## src/rtl/gpio_port_pkg.sv

```systemverilog
package gpio_port_pkg;
    typedef enum logic [1:0] {
        ADDR_PORT  = 2'd0,
        ADDR_LATCH = 2'd1,
        ADDR_DIR   = 2'd2,
        ADDR_ANSEL = 2'd3
    } reg_addr_e;
endpackage

```

## src/rtl/gpio_port_regs.sv

```systemverilog
module gpio_port_regs
    import gpio_port_pkg::*;
#(
    parameter int W = 8
) (
    input  logic         clk,
    input  logic         rst_n,
    input  logic         wr,
    input  logic [1:0]   addr,
    input  logic [W-1:0] wdata,
    output logic [W-1:0] dir_q,
    output logic [W-1:0] lat_q,
    output logic [W-1:0] ansel_q
);
    typedef struct packed {
        logic [W-1:0] dir;
        logic [W-1:0] lat;
        logic [W-1:0] ansel;
    } regs_t;

    regs_t st_d, st_q;

    always_comb begin
        st_d = st_q;
        if (wr) begin
            unique case (reg_addr_e'(addr))
                ADDR_PORT, ADDR_LATCH: st_d.lat   = wdata;
                ADDR_DIR:              st_d.dir   = wdata;
                ADDR_ANSEL:            st_d.ansel = wdata;
                default:               st_d       = st_q;
            endcase
        end
    end

    always_ff @(posedge clk or negedge rst_n) begin
        if (!rst_n) begin
            st_q.dir   <= '1;
            st_q.lat   <= '0;
            st_q.ansel <= '1;
        end else begin
            st_q <= st_d;
        end
    end

    assign dir_q   = st_q.dir;
    assign lat_q   = st_q.lat;
    assign ansel_q = st_q.ansel;
endmodule

```

## src/rtl/gpio_port_sync.sv

```systemverilog
module gpio_port_sync #(
    parameter int W = 8
) (
    input  logic         clk,
    input  logic         rst_n,
    input  logic [W-1:0] pin_in,
    input  logic [W-1:0] ansel,
    output logic [W-1:0] din
);
    typedef struct packed {
        logic [W-1:0] meta;
        logic [W-1:0] stable;
    } sync_t;

    sync_t sy_d, sy_q;

    always_comb begin
        sy_d.meta   = pin_in;
        sy_d.stable = sy_q.meta;
    end

    always_ff @(posedge clk or negedge rst_n) begin
        if (!rst_n) sy_q <= '0;
        else        sy_q <= sy_d;
    end

    assign din = sy_q.stable & ~ansel;
endmodule

```

## src/rtl/gpio_port_prio.sv

```systemverilog
module gpio_port_prio #(
    parameter int W = 8,
    parameter int N = 3
) (
    input  logic [N*W-1:0] src_oe,
    input  logic [N*W-1:0] src_dat,
    input  logic [W-1:0]   dir,
    input  logic [W-1:0]   lat,
    output logic [W-1:0]   pin_oe,
    output logic [W-1:0]   pin_out
);
    for (genvar p = 0; p < W; p++) begin : g_pin
        always_comb begin
            pin_oe[p]  = ~dir[p];
            pin_out[p] = lat[p];
            for (int s = N - 1; s >= 0; s--) begin
                if (src_oe[s*W + p]) begin
                    pin_oe[p]  = 1'b1;
                    pin_out[p] = src_dat[s*W + p];
                end
            end
        end
    end
endmodule

```

## src/rtl/gpio_port.sv

```systemverilog
module gpio_port
    import gpio_port_pkg::*;
#(
    parameter int W = 8,
    parameter int N = 3
) (
    input  logic           clk,
    input  logic           rst_n,
    input  logic           bus_wr,
    input  logic [1:0]     bus_addr,
    input  logic [W-1:0]   bus_wdata,
    output logic [W-1:0]   bus_rdata,
    input  logic [W-1:0]   pin_in,
    input  logic [N*W-1:0] src_oe,
    input  logic [N*W-1:0] src_dat,
    output logic [W-1:0]   pin_oe,
    output logic [W-1:0]   pin_out,
    output logic [W-1:0]   pin_din
);
    logic [W-1:0] dir_q, lat_q, ansel_q;

    gpio_port_regs #(.W(W)) u_regs (
        .clk(clk), .rst_n(rst_n), .wr(bus_wr), .addr(bus_addr),
        .wdata(bus_wdata), .dir_q(dir_q), .lat_q(lat_q), .ansel_q(ansel_q)
    );

    gpio_port_sync #(.W(W)) u_sync (
        .clk(clk), .rst_n(rst_n), .pin_in(pin_in), .ansel(ansel_q), .din(pin_din)
    );

    gpio_port_prio #(.W(W), .N(N)) u_prio (
        .src_oe(src_oe), .src_dat(src_dat), .dir(dir_q), .lat(lat_q),
        .pin_oe(pin_oe), .pin_out(pin_out)
    );

    always_comb begin
        unique case (reg_addr_e'(bus_addr))
            ADDR_PORT:  bus_rdata = pin_din;
            ADDR_LATCH: bus_rdata = lat_q;
            ADDR_DIR:   bus_rdata = dir_q;
            ADDR_ANSEL: bus_rdata = ansel_q;
            default:    bus_rdata = '0;
        endcase
    end
endmodule

```

## config.mk

```make
export PLATFORM = sky130hd
export DESIGN_NAME = gpio_port
export DESIGN_NICKNAME = d
export VERILOG_FILES = /design/src/rtl/gpio_port_pkg.sv /design/src/rtl/gpio_port_regs.sv /design/src/rtl/gpio_port_sync.sv /design/src/rtl/gpio_port_prio.sv /design/src/rtl/gpio_port.sv
export SDC_FILE = /design/constraint.sdc
export NUM_CORES = 1
export LEC_CHECK = 0
export BUFFER_PORTS_ARGS = -buffer_cell sky130_fd_sc_hd__buf_2
export CORE_MARGIN = 5
export CORE_UTILIZATION = 45
export CTS_BUF_LIST = sky130_fd_sc_hd__clkbuf_4
export CTS_CLUSTER_DIAMETER = 100
export CTS_CLUSTER_SIZE = 16
export DETAILED_ROUTE_END_ITERATION = 12
export GPL_ROUTABILITY_DRIVEN = 0
export PLACE_DENSITY_LB_ADDON = 0.08
export SLEW_MARGIN = 25
export SYNTH_ARGS = -nofsm -noshare
export SYNTH_HDL_FRONTEND = slang
export SYNTH_HIERARCHICAL = 1
export SYNTH_SLANG_ARGS = --single-unit
```

## constraint.sdc

```tcl
create_clock -name clk -period 1.41 [get_ports clk]
set_clock_uncertainty 0.05 [all_clocks]
set_input_delay 0.282 -clock clk [delete_from_list [all_inputs] [get_ports clk]]
set_output_delay 0.282 -clock clk [all_outputs]
set_load 0.01 [all_outputs]
```

After elaboration in Yosys (flattened, before gate mapping)
Cells that the tools add are included.
Word-level totals
  flip-flop bits (word level): 40
  output and inout port bits: 32
  input port bits: 69
Cells by class
  bitwise operators: 10
  reductions and logical operators: 5
  mux-type cells: 49
  equality and inequality tests: 3
Operator list (count)
  $mux 1: 48
  $pmux 8 s4: 1
  $and 8x8->8: 1
  $not 1->1: 8
  $not 8->8: 1
  $reduce_and 2->1: 3
  $eq 2x2->1 const B: 2
  $eq 2x1->1 const B: 1
  $logic_not 2->1: 1
  $reduce_or 2->1: 1

Logic depth before layout (Yosys ltp)
Gate-level depths: netlist of the first run.
  word-level depth: 4
  mapped depth: 3
  depth with buffers taken out: 3

By module
The synthesis of the first run kept the hierarchy.
Modules (own cells, without submodules)
  gpio_port_regs: instances 1, sequential area each 620.6 um2, cells each 52, area each 929.6 um2
  gpio_port_sync: instances 1, sequential area each 400.4 um2, cells each 24, area each 510.5 um2
  gpio_port_prio: instances 1, sequential area each 0.0 um2, cells each 40, area each 320.3 um2
  gpio_port: instances 1, sequential area each 0.0 um2, cells each 10, area each 196.4 um2

Worst setup path before layout of the first run
Ideal clock, no wire load.
  path kind: flip-flop to output port
  start point: reg, netlist name u_regs/ansel_q[0]
  end point: out bus_rdata[0]
  cell stages (with the launch flop): 3
  path slack: 16 ps
  buffers on the path: 0
  arrival time: 1062 ps
  cells stage by stage: dfstp_2 nor2b_4 mux4_2
On the way
  cells in the longest elaborated chain, start to end: 3
Ends and longest elaborated chain
  $not 8->8: line gpio_port_sync.sv:27  | assign din = sy_q.stable & ~ansel;
  $and 8x8->8: line gpio_port_sync.sv:27
  named net pin_din[0]: line gpio_port.sv:18  | output logic [W-1:0] pin_din
  $pmux 8 s4: line gpio_port.sv:37  | unique case (reg_addr_e'(bus_addr))
  end: declaration: line gpio_port.sv:12  | output logic [W-1:0] bus_rdata,
The timed path passes the listed nets, and every way through them passes these cells.

Worst setup path after layout of the first run
  start point: reg, netlist name u_regs/ansel_q[6]
  end point: out bus_rdata[6]
On the way
  cells in the longest elaborated chain, start to end: 3
Ends and longest elaborated chain (line)
  $not 8->8: gpio_port_sync.sv:27
  $and 8x8->8: gpio_port_sync.sv:27
  $pmux 8 s4 (*): gpio_port.sv:37
Every way passes the cells marked *; elsewhere a longest branch is shown, timed or not.

==> impl_metrics.tcl, run 1 <==
set metrics [dict create \
    placed_cells 282 \
    cts.root.buffer_cell "clkbuf_4" \
    n_antenna_cell 0 \
    syn-num-nets 195 \
    p_int_mw 2.34 \
    finalCritPeriodShare 1.36 \
    grt_pass1_wl_mm 8.17 \
    cpMaxStageDelayCell "dfstp_2" \
    dieArea_sq_um 5770 \
    seq_area_frac_synth 0.522 \
    start_kind "register" \
    dp_hpwl_mm 3.82 \
    ios 101 \
    worstPathArrival_ns 1.58 \
    path_clk_slew_ns 0.13 \
    slew_viol_final 0 \
    numPortBuffers 100 \
    violations "negative setup slack" \
    grt_antenna_before_repair 0 \
    hold_depth 2 \
    finalHoldViolations 0 \
    max-slew-margin-rel 0.785 \
    synthCells 126 \
    gr-usage-met2 0.318 \
    status "complete, but fails checks" \
    num_rows 24 \
    avgSynthCellArea_sq_um 15.5 \
    combPwrFrac 0.294 \
    fin_crit_ns 1.91 \
    drc 0 \
    ir_worst_vdd_v 0.000830 \
    stdcell_count 311 \
    yosys_warnings 6 \
    start_util 0.456 \
    post-route-worst-setup-slack_ns -0.502 \
    die_w_um 75.9 \
    power_frac_seq 0.465 \
    use_met3 0.0664 \
    hold_start "bus_wdata[6]" \
    vias 1587 \
    clock_sinks 40 \
    cts_tree "built" \
    min_to "u_regs/ansel_q[6]" \
    yosysUniqueCellTypes 14 \
    grt_pass1_vias 1774 \
    r2r_cells 2 \
    top_usage_layer "met2" \
    core_area_sq_um 4290 \
    cts_buffers 5 \
    insertion_delay_ns 0.34 \
    worst_ep_required_time_ns 1.08 \
    rsz0062_at_grt "true" \
    crit_family "flip-flops" \
    h-tree-depth 2 \
    totalWireLength_mm 4.92 \
    fmax_mhz 523 \
    syn_to_final_growth_pct 51.3 \
    final_util 0.689 \
    crit_fanout 3 \
    end_kind "primary output" \
    r2r_start "u_regs/ansel_q[0]" \
    p_per_area_nw_per_um2 1070 \
    slowest_delay_ns 0.59 \
    nets 327 \
    cap_violations 0 \
    crit_type "reg2out" \
    clkPwrFrac 0.241 \
    grt_usage 0.175 \
    fp.dieH_um 75.9 \
    ys_ff_latch 40 \
    mappedNetlistArea_sq_um 1960 \
    grt_max_degree 41 \
    cts_max_path_buffers 2 \
    path_buf_inv 1 \
    wire_per_inst_um 15.8 \
    drive_above_1_share 0.745 \
    setup_viol 31 \
    ant_nets 0 \
    drtIter0Drc 26 \
    overflow 0 \
    hp-class "in2reg" \
    sw_frac_of_total 0.261 \
    crit_chain "nor2b_4 > mux4_2 > buf_6" \
    grt_use_met1 0.173 \
    regToRegEndpoint "u_regs/ansel_q[0]" \
    power.net_switching_uw 823 \
    reg2reg_slack_ns 0.48 \
    tightestPinTransition_ns 0.322 \
    p_leak_nw 1.41 \
    viasPerCell 5.10 \
    drtPass1Iterations 4 \
]
state kept, by name, indices dropped and copies added (netlist names):
name,cells
u_regs/dir_q,8
u_regs/ansel_q,8
u_sync/sy_q,8
u_sync/sy_d,8
u_regs/lat_q,8
worst max path at each step:
stage               slack, ns  cells past startpoint      endpoint         startpoint
finish                  -0.50                      3  bus_rdata[6]  u_regs/ansel_q[6]
floorplan                0.02                      2  bus_rdata[0]  u_regs/ansel_q[0]
global placement        -0.11                      4  bus_rdata[5]        bus_addr[0]
CTS                     -0.52                      3  bus_rdata[6]  u_regs/ansel_q[6]
detailed placement      -0.13                      4  bus_rdata[5]        bus_addr[0]
global route            -0.58                      3  bus_rdata[6]  u_regs/ansel_q[6]
repair_timing:
item | 4_1_cts | 5_1_grt
buffers inserted | 6 | 7
pin swaps | 0 | 0
hold buffers | 9 | 0
cloned | 0 | 0
gates resized for setup | 20 | 12
endpoints found under the setup margin | 32 | 32
hold endpoints to repair | 32 | 0
kinds of logic (layout without fill, tap and decap cells):
logic type	count (synthesis)	count (layout)	share of synthesized area
compound gates	8	8	0.0205
simple gates	27	27	0.127
flops	40	40	0.522
buf+inv	3	136	0.0141
mux	48	48	0.317
layout make-up:
cell class                      count  area, sq um
Fill cell                         319         1330
Sequential cell                    40         1020
Multi-Input combinational cell     83          916
Timing Repair Buffer              128          875
Tap cell                           52         65.1
Clock inverter                      3         46.3
Clock buffer                        5         37.5
cell usage after synthesis:
master,count,area (sq um)
mux2i_1,8,80.1
nor2b_1,1,6.26
mux4_2,8,180
o21ai_0,8,40.0
buf_6,2,22.5
nand3_2,1,10.0
clkbuf_2,1,5.00
mux2_2,32,360
dfstp_2,16,420
nor2b_4,8,110
nand3b_2,1,11.3
or4b_1,8,80.1
dfrtp_1,24,601
nand2_1,8,30.0
cell usage in the layout, fill, tap and decap left out, drive strengths merged:
cell type      n
buf          119
mux2          32
dfrtp         24
dfstp         16
dlygate4sd3    9
nor2b          9
mux4           8
mux2i          8
nand2          8
o21ai          8
or4b           8
clkbuf         5
bufinv         1
inv            1
clkinvlp       1
nand3          1
nand3b         1
power by group through the flow:
| stage | combinational (mW) | clock [mW] | sequential [mW] |
|---|---|---|---|
| 3_5_place_dp | 0.709 | 0 | 1.50 |
| 2_1_floorplan | 0.408 | 0 | 1.46 |
| 3_3_place_gp | 0.681 | 0 | 1.48 |
| 6_report | 0.929 | 0.761 | 1.47 |
| 5_1_grt | 1.00 | 0.852 | 1.50 |
| 4_1_cts | 0.845 | 0.789 | 1.47 |
per-layer routing:
layer	vias to the layer above	share of wire
li1	737	-
met3	14	0.076
met2	63	0.56
met5	-	0
met4	0	0.025
met1	773	0.34
per-stage QoR:
stage | power, mW | instance area (sq um) | worst slack, ns | hold slack (ns) | setup TNS, ns
floorplan | 1.87 | 1960 | 0.0156 | -0.0636 | 0
detailed placement | 2.21 | 2570 | -0.130 | 0.213 | -0.989
CTS | 3.11 | 2860 | -0.521 | 0.122 | -10.05
finish | 3.16 | 2960 | -0.502 | 0.137 | -9.95
global route | 3.35 | 2960 | -0.581 | 0.106 | -12.23
global placement | 2.17 | 2570 | -0.106 | 0.210 | -0.888
(Power assumes the default switching activity.)
==> inputs of run 2 (changes only) <==
- CORE_MARGIN: 5 -> 2
- CORE_UTILIZATION: 45 -> 47
==> run 2 against run 1 <==
  * The flow still finishes with violations (negative setup slack)
  * Power is 6.1% lower
  * Register-to-register slack is essentially flat
  * Sequential power about the same
  * Worst setup slack better by 0.033 ns
  * Via count barely moved
  * Largest power group unchanged
  * Critical endpoint is now bus_rdata[7]
  * Combinational power is 2% higher
  * Final cell count down 0.64%
  * Global-route usage rose by 3.5 points
  * Die area decreased by 19%
  * Sequential share of layout area increased by 0.12 points
==> impl_metrics.tcl, run 2 (synthesized netlist as in run 1, its figures left out) <==
set metrics [dict create \
    status "complete, but fails checks" \
    violations "negative setup slack" \
    wire_per_inst_um 15.1 \
    hp-class "in2reg" \
    overflow 0 \
    nFillCells 311 \
    grt_antenna_before_repair 0 \
    start_util 0.489 \
    setup_viol 27 \
    cts_tree "built" \
    drtIter0Drc 43 \
    dieArea_sq_um 4700 \
    num_rows 23 \
    worstPathArrival_ns 1.55 \
    n_antenna_cell 0 \
    cap_violations 0 \
    end_kind "primary output" \
    ir_worst_vdd_v 0.000786 \
    insertion_delay_ns 0.32 \
    drc 0 \
    final.setup.tns_ns -9.13 \
    p_leak_nw 1.41 \
    finalHoldViolations 0 \
    reg2reg_slack_ns 0.49 \
    crit_type "reg2out" \
    drive_above_1_share 0.753 \
    final_cell_mix "83 x buf_2, 29 x mux2_2, 24 x dfrtp_1" \
    crit_chain "nor2b_4 > mux4_2 > buf_6" \
    core_area_sq_um 4000 \
    hold_start "bus_wdata[4]" \
    final_util 0.738 \
    fin_crit_ns 1.88 \
    drtPass1Iterations 3 \
    start_kind "register" \
    hold_depth 2 \
    grt_max_degree 41 \
    fmax_mhz 532 \
    ios 101 \
    p_per_area_nw_per_um2 1010 \
    vias 1588 \
    numPortBuffers 100 \
    die_w_um 68.5 \
    grt_pass1_wl_mm 7.17 \
    clock_sinks 40 \
    cts_max_path_buffers 2 \
    grt_pass1_vias 1654 \
    slew_viol_final 0 \
    rsz0062_at_grt "true" \
    pre_cts_ws_ns -0.132 \
    syn_to_final_growth_pct 50.8 \
    grt_usage 0.210 \
    viasPerCell 5.14 \
    fp.dieH_um 68.5 \
    h-tree-depth 2 \
    p_total_mw 2.97 \
    post-route-worst-setup-slack_ns -0.469 \
    finalCritPeriodShare 1.33 \
    final_common_cell "buf_2" \
    path_clk_slew_ns 0.11 \
    worst_ep_required_time_ns 1.08 \
    ant_nets 0 \
    tightestPinTransition_ns 0.306 \
    cts_buffers 5 \
    regToRegEndpoint "u_regs/ansel_q[7]" \
    crit_start "u_regs/ansel_q[7]" \
    dp_hpwl_mm 3.57 \
    min_to "u_regs/ansel_q[4]" \
    max-slew-margin-rel 0.796 \
    r2r_start "u_regs/ansel_q[7]" \
    nets 327 \
    cts.root.buffer_cell "clkbuf_4" \
    crit_fanout 2 \
    r2r_cells 2 \
    slowest_delay_ns 0.57 \
    cpMaxStageDelayCell "dfstp_2" \
    totalWireLength_mm 4.68 \
]
-- run 2: cell types whose count changed in the layout (fill, tap and decap cells not counted), sizes merged --
cell | before | now
clkbuf | 5 | 7
clkinv | 0 | 1
clkinvlp | 1 | 0
inv | 1 | 0
bufinv | 1 | 0
-- run 2: final cells by class --
type / count / area, sq um / area share
Clock buffer: 7 / 52.6 / 0.0178
Clock inverter: 1 / 3.75 / 0.00127
Multi-Input combinational cell: 83 / 931 / 0.316
Sequential cell: 40 / 1020 / 0.346
Tap cell: 50 / 62.6 / 0.0212
Timing Repair Buffer: 128 / 880 / 0.298
-- run 2: per-layer routing --
metal | vias to the layer above | routed length (um) | global-route usage
met5 | - | 0 | 0
met4 | 0 | 71 | 0.0875
met3 | 8 | 293 | 0.0471
met2 | 68 | 2640 | 0.392
met1 | 775 | 1670 | 0.225
li1 | 737 | - | -
-- run 2: how the worst max path moves through the flow --
stage	slack [ns]	end
finish	-0.47	bus_rdata[7]
global route	-0.53	bus_rdata[7]
CTS	-0.49	bus_rdata[1]
detailed placement	-0.13	bus_rdata[7]
global placement	-0.11	bus_rdata[2]
floorplan	0.02	bus_rdata[0]
-- run 2: power breakdown --
| group | leakage [nW] | switching [mW] | internal, mW |
|---|---|---|---|
| Clock | 0.0338 | 0.325 | 0.231 |
| Combinational | 0.925 | 0.339 | 0.609 |
| Sequential | 0.448 | 0.106 | 1.36 |
-- run 2: worst max-delay path: cells and delay by family, from the launching register on --
kind,cells,cell delay (ns)
buf+inv,1,0.14
simple gates,1,0.05
flops,1,0.57
mux,1,0.47
-- run 2: stage by stage --
stage          std cells  hold slack, ns  instance area (sq um)
2_1_floorplan        126         -0.0636                   1960
3_3_place_gp         281           0.213                   2580
3_5_place_dp         281           0.214                   2580
4_1_cts              304           0.140                   2830
5_1_grt              309           0.137                   2950
6_report             309           0.163                   2950
-- run 2: what timing repair did --
| action | in CTS | in global routing |
|---|---|---|
| endpoints found under the hold margin | 32 | 0 |
| endpoints found under the setup margin | 32 | 32 |
| hold buffers | 9 | 0 |
| buffers inserted | 6 | 5 |
| gates resized for setup | 19 | 16 |
| pin swaps | 0 | 2 |
==> inputs of run 3 (changes only) <==
- CORE_ASPECT_RATIO: default -> 0.9
==> run 3 against run 2 <==
  * The flow still finishes with violations (negative setup slack)
  * Clock power up 98%
  * Fmax decreased by 1.7%
  * Critical path depth unchanged
  * Combinational power increased by 3.5%
  * Global-route usage decreased by 0.55 points
  * First-iteration DRC count decreased by 33%
  * Non-clock buffer count is 6 higher
  * Routed wire length is 0.24% higher
  * Worst setup slack worse by 0.032 ns
  * Critical endpoint is now bus_rdata[2]
  * Largest power group unchanged
==> impl_metrics.tcl, run 3 (synthesized netlist as in run 1, its figures left out) <==
set metrics [dict create \
    final_common_cell "buf_2" \
    n_antenna_cell 0 \
    p_per_area_nw_per_um2 1150 \
    fin_crit_ns 1.91 \
    worst_ep_required_time_ns 1.08 \
    insertion_delay_ns 0.35 \
    grt_pass1_vias 1629 \
    path_buf_inv 1 \
    crit_fanout 3 \
    wire_per_inst_um 15.0 \
    hp-class "in2reg" \
    cap_violations 0 \
    overflow 0 \
    tightestPinTransition_ns 0.312 \
    h-tree-depth 2 \
    cpMaxStageDelayCell "dfstp_2" \
    drtPass1Iterations 2 \
    slew_viol_final 0 \
    start_kind "register" \
    core_area_sq_um 4050 \
    syn_to_final_growth_pct 57.2 \
    status "complete, but fails checks" \
    setup_viol 31 \
    dieArea_sq_um 4700 \
    finalHoldViolations 0 \
    drtIter0Drc 29 \
    max-slew-margin-rel 0.792 \
    p_leak_nw 1.47 \
    nFillCells 263 \
    crit_chain "nor2b_4 > mux4_2 > buf_2" \
    reg2reg_slack_ns 0.45 \
    place_area_sq_um 2580 \
    start_util 0.484 \
    crit_family "flip-flops" \
    cts_tree "built" \
    final_area_sq_um 3080 \
    grt_usage 0.204 \
    worstPathArrival_ns 1.58 \
    dp_hpwl_mm 3.46 \
    cts_max_path_buffers 2 \
    vias 1575 \
    holdWs_ns 0.135 \
    drive_above_1_share 0.762 \
    clock_sinks 40 \
    pre_cts_ws_ns -0.121 \
    viasPerCell 5.03 \
    grt_antenna_before_repair 0 \
    crit_type "reg2out" \
    p_total_mw 3.54 \
    final_cell_mix "83 x buf_2, 30 x mux2_2, 25 x buf_6" \
    die_w_um 72.0 \
    fmax_mhz 523 \
    ir_worst_vdd_v 0.000889 \
    num_rows 22 \
    finalCritPeriodShare 1.36 \
    path_clk_slew_ns 0.12 \
    slowest_delay_ns 0.59 \
    totalWireLength_mm 4.69 \
    drc 0 \
    violations "negative setup slack" \
    rsz0062_at_grt "true" \
    post-route-worst-setup-slack_ns -0.501 \
    cts_buffers 5 \
    grt_pass1_wl_mm 7.17 \
    nets 333 \
    ant_nets 0 \
    grt_max_degree 41 \
    fp.dieH_um 65.2 \
    ios 101 \
    end_kind "primary output" \
    numPortBuffers 100 \
    cts.root.buffer_cell "clkbuf_4" \
    final.setup.tns_ns -10.48 \
]
==> run 3: cell types whose count changed in the layout (fill, tap and decap cells not counted), moves of 2 or more <==
cell / delta
buf_4: +2
bufinv_16: +3
clkbuf_4: -2
buf_6: +4
==> run 3: metrics by stage <==
| step | utilization | std cells |
|---|---|---|
| after floorplan | - | 126 |
| after global routing | 0.760 | 313 |
| after detailed placement | 0.638 | 280 |
| after global placement | 0.638 | 280 |
| after CTS | 0.735 | 308 |
| final | 0.760 | 313 |
==> run 3: path summary, 6_finish.rpt <==
path | cells after the start | to | start
worst max-delay path | 3 | bus_rdata[2] | u_regs/ansel_q[2]
max in group asynchronous | 3 | u_regs/ansel_q[4] | rst_n
worst min register to register | 0 | u_sync/sy_q[1] | u_sync/sy_d[1]
worst min-delay path | 2 | u_regs/dir_q[7] | bus_wdata[7]
worst max register to register | 2 | u_regs/lat_q[7] | u_regs/lat_q[7]
min in group asynchronous | 3 | u_sync/sy_d[7] | rst_n
==> run 3: repair_timing <==
item	CTS	global route
buffers inserted	13	9
endpoints found under the hold margin	32	0
gates resized for setup	24	17
endpoints found under the setup margin	32	32
pin swaps	0	0
hold buffers	9	0
==> run 3: area by class of cell <==
type                    count  area [sq um]  area share
flip-flops and latches     40          1020       0.332
repair buffers            134           940       0.306
multi-input cells          83           927       0.301
clock inverters             3          90.1      0.0293
well taps                  48          60.1      0.0195
clock buffers               5          37.5      0.0122
==> run 3: per-layer routing <==
layer | part of all wire | GRT usage | up-vias
met3 | 0.057 | 0.0475 | 9
met4 | 0.017 | 0.0802 | 0
met1 | 0.37 | 0.213 | 762
met5 | 0 | 0 | -
met2 | 0.55 | 0.392 | 58
li1 | - | - | 746
==> run 3: power breakdown <==
group          internal, mW  total, mW  switching, mW
sequential             1.36       1.46          0.103
combinational         0.633      0.982          0.349
clock                 0.730       1.10          0.369
total                  2.72       3.54          0.821
